===== src/rtl/tmr_pkg.sv =====
package tmr_pkg;
  // register byte offsets
  localparam logic [7:0] OFF_CTRL = 8'h00;
  localparam logic [7:0] OFF_IEN  = 8'h0C;
  localparam logic [7:0] OFF_STAT = 8'h10;
  localparam logic [7:0] OFF_EVT  = 8'h14;
  localparam logic [7:0] OFF_DIV  = 8'h28;
  localparam logic [7:0] OFF_TOP  = 8'h2C;
  // control bit positions
  localparam int CTL_RUN  = 0;
  localparam int CTL_ONE  = 3;
  localparam int CTL_PRE  = 7;
endpackage


===== src/rtl/tmr_prescale.sv =====
module tmr_prescale #(
  parameter int PSC_W = 16
) (
  input  logic             clk,
  input  logic             rst,
  input  logic             run,
  input  logic             reload,
  input  logic [PSC_W-1:0] div_next,
  output logic             tick
);
  logic [PSC_W-1:0] phase_q;
  logic [PSC_W-1:0] div_act;

  assign tick = run && (phase_q == div_act);

  always_ff @(posedge clk) begin
    if (rst) begin
      phase_q <= '0;
      div_act <= '0;
    end else if (reload) begin
      phase_q <= '0;
      div_act <= div_next;
    end else if (run) begin
      phase_q <= tick ? '0 : phase_q + 1'b1;
    end
  end


  psc_range_chk: assert property (@(posedge clk) disable iff (rst)
    phase_q <= div_act);
endmodule


===== src/rtl/tmr_count.sv =====
module tmr_count #(
  parameter int CNT_W = 16
) (
  input  logic             clk,
  input  logic             rst,
  input  logic             tick,
  input  logic             force_upd,
  input  logic             pre_en,
  input  logic             top_we,
  input  logic [CNT_W-1:0] top_wd,
  output logic             upd,
  output logic [CNT_W-1:0] top_buf
);
  logic [CNT_W-1:0] cnt_q;
  logic [CNT_W-1:0] top_act;
  logic             wrap;

  assign wrap = tick && (cnt_q == top_act);
  assign upd  = force_upd || wrap;

  always_ff @(posedge clk) begin
    if (rst) begin
      cnt_q   <= '0;
      top_act <= '0;
      top_buf <= '0;
    end else begin
      if (top_we) top_buf <= top_wd;
      if (upd) begin
        cnt_q   <= '0;
        top_act <= top_buf;
      end else if (tick) begin
        cnt_q <= cnt_q + 1'b1;
      end
      if (top_we && !pre_en) top_act <= top_wd;
    end
  end


  cnt_zero_chk: assert property (@(posedge clk) disable iff (rst)
    upd |=> (cnt_q == '0));

  top_hold_chk: assert property (@(posedge clk) disable iff (rst)
    (pre_en && !upd) |=> $stable(top_act));

  cnt_idle_chk: assert property (@(posedge clk) disable iff (rst)
    (!tick && !force_upd) |=> $stable(cnt_q));
endmodule


===== src/rtl/evt_timer.sv =====
module evt_timer #(
  parameter int CNT_W = 16,
  parameter int PSC_W = 16
) (
  input  logic        clk,
  input  logic        rst,
  input  logic [7:0]  bus_addr,
  input  logic        bus_we,
  input  logic [31:0] bus_wdata,
  output logic [31:0] bus_rdata,
  output logic        irq_o
);
  import tmr_pkg::*;

  logic run_q, one_q, pre_q, ien_q, flag_q;
  logic [PSC_W-1:0] div_buf;
  logic [CNT_W-1:0] top_buf;
  logic wr_ctrl, wr_ien, wr_stat, wr_evt, wr_div, wr_top;
  logic force_upd, upd, tick;
  logic unused_wbits;

  assign wr_ctrl = bus_we && (bus_addr == OFF_CTRL);
  assign wr_ien  = bus_we && (bus_addr == OFF_IEN);
  assign wr_stat = bus_we && (bus_addr == OFF_STAT);
  assign wr_evt  = bus_we && (bus_addr == OFF_EVT);
  assign wr_div  = bus_we && (bus_addr == OFF_DIV);
  assign wr_top  = bus_we && (bus_addr == OFF_TOP);
  assign force_upd = wr_evt && bus_wdata[0];
  assign unused_wbits = ^bus_wdata;

  tmr_prescale #(.PSC_W(PSC_W)) u_div (
    .clk(clk), .rst(rst), .run(run_q), .reload(upd),
    .div_next(div_buf), .tick(tick)
  );

  tmr_count #(.CNT_W(CNT_W)) u_cnt (
    .clk(clk), .rst(rst), .tick(tick), .force_upd(force_upd),
    .pre_en(pre_q), .top_we(wr_top), .top_wd(bus_wdata[CNT_W-1:0]),
    .upd(upd), .top_buf(top_buf)
  );

  always_ff @(posedge clk) begin
    if (rst) begin
      run_q   <= 1'b0;
      one_q   <= 1'b0;
      pre_q   <= 1'b0;
      ien_q   <= 1'b0;
      flag_q  <= 1'b0;
      div_buf <= '0;
    end else begin
      if (wr_ctrl) begin
        run_q <= bus_wdata[CTL_RUN];
        one_q <= bus_wdata[CTL_ONE];
        pre_q <= bus_wdata[CTL_PRE];
      end else if (upd && one_q) begin
        run_q <= 1'b0;
      end
      if (wr_ien) ien_q <= bus_wdata[0];
      if (upd) flag_q <= 1'b1;
      else if (wr_stat && !bus_wdata[0]) flag_q <= 1'b0;
      if (wr_div) div_buf <= bus_wdata[PSC_W-1:0];
    end
  end

  always_ff @(posedge clk) begin
    if (rst) begin
      bus_rdata <= '0;
    end else begin
      case (bus_addr)
        OFF_CTRL: begin
          bus_rdata          <= '0;
          bus_rdata[CTL_RUN] <= run_q;
          bus_rdata[CTL_ONE] <= one_q;
          bus_rdata[CTL_PRE] <= pre_q;
        end
        OFF_IEN:  bus_rdata <= {31'd0, ien_q};
        OFF_STAT: bus_rdata <= {31'd0, flag_q};
        OFF_DIV:  bus_rdata <= 32'(div_buf);
        OFF_TOP:  bus_rdata <= 32'(top_buf);
        default:  bus_rdata <= '0;
      endcase
    end
  end

  assign irq_o = flag_q & ien_q;


  flag_src_chk: assert property (@(posedge clk) disable iff (rst)
    $rose(flag_q) |-> $past(upd));

  one_stop_chk: assert property (@(posedge clk) disable iff (rst)
    (upd && one_q && !wr_ctrl) |=> !run_q);

  irq_clr_chk: assert property (@(posedge clk) disable iff (rst)
    (wr_stat && !bus_wdata[0] && !upd) |=> !irq_o);
endmodule


===== config.mk =====
export PLATFORM = sky130hd
export DESIGN_NAME = evt_timer
export DESIGN_NICKNAME = d
export VERILOG_FILES = /design/src/rtl/tmr_pkg.sv /design/src/rtl/tmr_prescale.sv /design/src/rtl/tmr_count.sv /design/src/rtl/evt_timer.sv
export SDC_FILE = /design/constraint.sdc
export NUM_CORES = 1
export LEC_CHECK = 0
export BUFFER_PORTS_ARGS = -buffer_cell sky130_fd_sc_hd__buf_2
export CORE_MARGIN = 5
export CORE_UTILIZATION = 40
export DETAILED_ROUTE_END_ITERATION = 7
export GPL_TIMING_DRIVEN = 0
export SLEW_MARGIN = 20
export SYNTH_ARGS = -nofsm -noshare
export SYNTH_HDL_FRONTEND = slang
export SYNTH_SLANG_ARGS = --single-unit

===== constraint.sdc =====
create_clock -name clk -period 6.2 [get_ports clk]
set_input_delay 0.31 -clock clk [delete_from_list [all_inputs] [get_ports clk]]
set_output_delay 0.31 -clock clk [all_outputs]
set_load 0.01 [all_outputs]

### Word-level counts from Yosys, hierarchy flattened

Cells that the tools add are included.

* add/sub/neg operators: 2
* eq/ne operators: 7
* mux-type cells: 8
* bitwise operators: 1
* reductions and logical operators: 20

Operators by type and width (count)
* case mux 16 bit (5 select lines): 1
* 2-to-1 mux 16 bit: 3
* adder 16 x 1 -> 16 bit, second input constant: 2
* equality test 16 bit: 2
* equality test 8 x 5 -> 1 bit, second input constant: 2
* equality test 8 x 6 -> 1 bit, second input constant: 2
* logical AND 1 bit: 12
* equality test 8 x 4 -> 1 bit, second input constant: 1
* logical NOT 8 bit: 1
* nonzero test 2 bit: 3
* 2-to-1 mux 1 bit: 4
* logical NOT 1 bit: 2
* OR reduction 2 bit: 1
* bitwise AND 1 bit: 1
* logical OR 1 bit: 1

* register bits after elaboration: 133
* input bits: 43
* output and inout bits: 33
* word-level logic and storage cells: 50

### Logic depth before layout (Yosys ltp)

* depth after elaboration: 7
* mapped depth: 8

### Hierarchy

A second synthesis with hierarchy kept.

* cells, all modules: 539
* area total of the unflattened synthesis: 5345.1 um^2

By module, submodules not included
* tmr_count: times used 1, cells each 209, area an instance 2129.5 um^2, seq. area each 960.9 um^2
* evt_timer: times used 1, cells each 168, area an instance 1685.4 um^2, seq. area each 740.7 um^2
* tmr_prescale: times used 1, cells each 162, area an instance 1530.2 um^2, seq. area each 640.6 um^2

### Least setup slack after synthesis

No wires, ideal clock.

* kind: input port to flip-flop
* start: input port bus_addr[1]
* end: register u_cnt.top_act[10]
* library setup time: 92 ps
* arrival: 2023 ps
* required time: 6108 ps
* slack: 4086 ps
* stages on the path: 8
* path buffers: 2
* cells stage by stage: nor4_4 -> nand4b_4 -> or3_1 -> buf_6 -> a41oi_4 -> buf_6 -> nor2_1 -> nor4_1

* word-level cells in the longest chain between the ends: 5
* elaborated cells on any way between the ends: 9
* classes of those cells: 2 x eq/ne; 1 x mux; 6 x reduce/logical

RTL lines
* start: declaration: RTL line evt_timer.sv:7 `input logic [7:0] bus_addr,`
* equality test 8 x 5 -> 1 bit: RTL line evt_timer.sv:25 `assign wr_evt = bus_we && (bus_addr == OFF_EVT);`
* logical AND 1 bit: RTL line evt_timer.sv:25
* logical AND 1 bit: RTL line evt_timer.sv:28 `assign force_upd = wr_evt && bus_wdata[0];`
* logical OR 1 bit: RTL line tmr_count.sv:19 `assign upd = force_upd || wrap;`
* nonzero test 2 bit (no line)
* end signal: assignment: RTL line tmr_count.sv:30 `top_act <= top_buf;`
* end signal: assignment: RTL line tmr_count.sv:34 `if (top_we && !pre_en) top_act <= top_wd;`
* end: declaration: RTL line tmr_count.sv:15 `logic [CNT_W-1:0] top_act;`

Parallel ways exist; a longest one is shown, timed or not.
A chain may end at the register's enable or synchronous reset.

### Final worst setup path

* start: register u_cnt.cnt_q[2]
* end: register u_cnt.cnt_q[4]

* word-level cells in the longest chain between the ends: 4
* elaborated cells on any way between the ends: 5
* classes of those cells: 1 x add/sub; 1 x eq/ne; 3 x reduce/logical

RTL lines
* start: declaration: RTL line tmr_count.sv:14 `logic [CNT_W-1:0] cnt_q;`
* start signal: assignment: RTL line tmr_count.sv:32 `cnt_q <= cnt_q + 1'b1;`
* branches (longest 4 deep; another with adder 16 x 1 -> 16 bit)

Several ways; the timed one is not identified.

==> impl_metrics.csv <==
group,metric,value,unit
clock_network,cts_buffers,17,
final_layout,antennaDiodeCount,0,
worst_setup_path,r2r_cells,7,
final_layout,nets,757,
min_path,min_to,"u_cnt.top_buf[13]$_SDFFE_PP0N_",
clock_network,cts_max_level,4,
power,leakage,2.49,nW
route,routed-via-count,4608,
synth,ys_seq_area_share,43.8,%
power,p_int,1.42,mW
global_routing,grt_remaining_overflow,0,
route,routed_wl,14400,um
power,powerDensity,292,mW/mm2
worst_setup_path,worstSetupPathType,"reg2reg",
final_layout,drive_gt1_share,14.3,%
final_layout,areaGrowthSynthToFinish,20.2,%
placed_design,hpwl,10600,um
sta,min_period,2.85,ns
global_routing,grt_use_total,18.3,%
sta,finalSetupTns,0,ns
sta,setup_viol,0,
synth,ys.flop_type,"dfxtp_1",
sta,tightest_slew,0.914,ns
synth,synth_cell_types,41,
worst_setup_path,cp-end-kind,"flop",
sta,rsz0062_at_grt,"no",
worst_setup_path,worstPathRequired,6.49,ns
sta,worst_slack,3.35,ns
route,via_per_inst,5.11,
sta,finalHoldViolCount,0,
floorplan,rows,42,
power,sw_frac_of_total,24.1,%
floorplan,pin_count,76,
final_layout,layout.cells.non_filler,901,
worst_setup_path,path_max_fanout,10,
synth,async_flop_share,0,%
route,ant_nets,0,
sta,skew,0.00811,ns
worst_setup_path,startpoint_type,"flop",
synth,synth_area,0.00535,mm2
synth,synth_edf_count,0,
min_path,hold_class,"in2reg",
floorplan,die_x,126,um
clock_network,cts_buffer_depth,2,
power,p_clk_share,52.6,%
floorplan,core,0.0132,mm2
clock_network,cts-resized-gates,0,
placed_design,globalplace.congestion,0.851,
clock_network,tritoncts,"done",
route,firstDrtPassIters,5,
sta,slew_headroom,38.9,%
route,wl_per_cell,15.9,um
final_layout,fin_area,0.00643,mm2
sta,min_period_over_period,46.0,%
synth,syn_avg_cell_area,8.39,um2
clock_network,clk_latency,0.42,ns
clock_network,root_buffer,"clkbuf_16",
worst_setup_path,timing.rr.end,"u_cnt.cnt_q[4]$_SDFFE_PP0N_",
floorplan,fp.dieH,126,um
power,pwr-share-seq,41.0,%
clock_network,cts_sinks,117,
sta,max_freq,0.351,GHz
floorplan,dieArea,0.0158,mm2
placed_design,place_area,0.00583,mm2
clock_network,clk_pin_slew_worst_paths,0.06,ns
synth,ys_warn_count,0,
worst_setup_path,arrival,3.14,ns
min_path,min-delay-start,"bus_wdata[13]",
worst_setup_path,rr_startpoint,"u_cnt.cnt_q[2]$_SDFFE_PP0N_",
power,p_comb_share,6.3,%
clock_network,post_cts_buffers,0,
power,power,1.88,mW
placed_design,portBuffers,41,
placed_design,place_inst,869,
floorplan,start_util,40.5,%
final_layout,fillCellCount,1279,
placed_design,post-place-ws,3.39,ns
min_path,whs_path_depth,3,
global_routing,grt_pass1_wl,22900,um
route,post-route-drc-count,0,
global_routing,grt_max_degree,17,
global_routing,grt_pass1_vias,4472,
synth,syn_inst,637,
worst_setup_path,ff2ff_setup_slack,3.35,ns
clock_network,ctsHoldBuffers,0,
sta,slew_viol_final,0,
global_routing,antenna_found_initial,0,
route,drtIter0Drc,299,
flow_run,drv_cap,0,
synth,synth_seq_cells,117,
power,ir_drop,0.185,mV
power,switchingPower,451,uW
outcome,status,"finished, final reports clean",
## power groups by stage
| stage | Combinational (mW) | Sequential, mW | Clock (mW) |
|---|---|---|---|
| floorplan | 0.0812 | 0.782 | 0 |
| global placement | 0.116 | 0.785 | 0 |
| detailed placement | 0.118 | 0.785 | 0 |
| CTS | 0.118 | 0.769 | 1.00 |
| global route | 0.128 | 0.770 | 1.03 |
| finish | 0.119 | 0.769 | 0.987 |
## cell usage in the layout (no fill, tap or decap), drive strengths merged
cell type	n
clkbuf	43
nand3	16
a31oi	1
or3	11
and3b	1
and4	2
inv	8
clkinv	2
or4	1
and2	2
clkinvlp	5
nor4	19
nor3	20
nor2	86
o21a	1
mux2i	35
xnor2	36
nand2b	33
nand3b	3
or2	3
mux2	1
o21ai	10
dfxtp	117
nor3b	1
xor2	15
bufinv	2
nand2	89
or3b	1
a31o	1
o31ai	2
a21oi	50
a41oi	1
nand4b	3
conb	16
nand4	16
buf	64
ha	2
and3	6
## stage by stage
step	utilization [%]	hold WS, ns
floorplan	-	0.445
global placement	44.2	0.457
detailed placement	44.2	0.464
CTS	48.7	0.130
global route	48.7	0.146
finish	48.7	0.151
## registers in the layout, summed over array words and instances (netlist names)
register	count
bus_rdata	16
div_buf	16
flag_q	1
ien_q	1
one_q	1
pre_q	1
run_q	1
u_cnt.cnt_q	16
u_cnt.top_act	16
u_cnt.top_buf	16
u_div.div_act	16
u_div.phase_q	16
## cell type report
type / instances / area [um2] / area share [%]
inverters: 4 / 15.0 / 0.234
well taps: 176 / 220 / 3.43
clock inverters: 13 / 146 / 2.28
repair buffers: 41 / 205 / 3.19
clock buffers: 19 / 453 / 7.05
multi-input cells: 484 / 2790 / 43.4
flip-flops and latches: 117 / 2340 / 36.4
plain buffers: 47 / 255 / 3.97
## critical path, cell delays in order (launching register included)
cell and delay (ns):
dfxtp_1 0.44, xnor2_1 0.19, nand4_1 0.13, nor4_1 0.75, nand3_1 0.32, nand2_1 0.38, clkbuf_1 0.41, nor2_1 0.10
## Yosys cell counts (2+ instances only)
library cell / instances / area, um2
inv_1: 4 / 15.0
and4_1: 2 / 17.5
xnor2_1: 36 / 315
buf_1: 2 / 7.51
o31ai_1: 2 / 15.0
or3_1: 11 / 68.8
ha_1: 2 / 25.0
nand2b_1: 33 / 206
nand2_1: 89 / 334
and3_1: 6 / 37.5
or2_2: 3 / 18.8
and2_1: 2 / 12.5
buf_2: 3 / 15.0
buf_4: 16 / 120
mux2i_1: 35 / 350
nor4_1: 18 / 113
clkbuf_1: 24 / 90.1
buf_6: 2 / 22.5
o21ai_0: 10 / 50.1
nand4_1: 16 / 100
a21oi_1: 50 / 250
xor2_1: 15 / 131
dfxtp_1: 117 / 2340
nand3b_1: 3 / 22.5
nand4b_1: 2 / 17.5
nor3_1: 20 / 100
nand3_1: 16 / 80.1
nor2_1: 85 / 319
## worst max-delay path by stage
| stage | start | end | slack [ns] | depth (start not counted) |
|---|---|---|---|---|
| floorplan | bus_addr[1] | u_cnt.top_act[10]$_SDFFE_PP0P_ | 4.09 | 8 |
| global placement | u_cnt.cnt_q[2]$_SDFFE_PP0N_ | u_cnt.cnt_q[4]$_SDFFE_PP0N_ | 3.42 | 7 |
| detailed placement | u_cnt.cnt_q[12]$_SDFFE_PP0N_ | u_cnt.cnt_q[1]$_SDFFE_PP0N_ | 3.39 | 7 |
| CTS | u_cnt.cnt_q[2]$_SDFFE_PP0N_ | u_cnt.cnt_q[1]$_SDFFE_PP0N_ | 3.34 | 7 |
| global route | u_cnt.cnt_q[2]$_SDFFE_PP0N_ | u_cnt.cnt_q[4]$_SDFFE_PP0N_ | 3.20 | 7 |
| finish | u_cnt.cnt_q[2]$_SDFFE_PP0N_ | u_cnt.cnt_q[4]$_SDFFE_PP0N_ | 3.35 | 7 |
## logic make-up (layout without fill, tap and decap cells)
| logic type | count (synthesis) | in the layout | synth area share, % |
|---|---|---|---|
| and+or+nand+nor | 313 | 313 | 28.6 |
| DFF | 117 | 117 | 43.8 |
| AOI/OAI and AO/OA | 66 | 66 | 6.83 |
| xor gates and xnor gates | 51 | 51 | 8.35 |
| buffers and inverters | 51 | 124 | 5.06 |
| muxes | 36 | 36 | 6.76 |
| adders and majority gates | 2 | 2 | 0.468 |
| other | 1 | 16 | 0.0701 |
## layer usage
| layer | vias to the layer above | part of all wire, % | track usage (%) |
|---|---|---|---|
| met5 | - | 0 | 0 |
| met4 | 0 | 2.2 | 8.74 |
| met3 | 23 | 3.4 | 4.78 |
| met2 | 98 | 49 | 30.3 |
| met1 | 2207 | 46 | 22.3 |
| li1 | 2280 | - | - |
(Power assumes the default switching activity.)
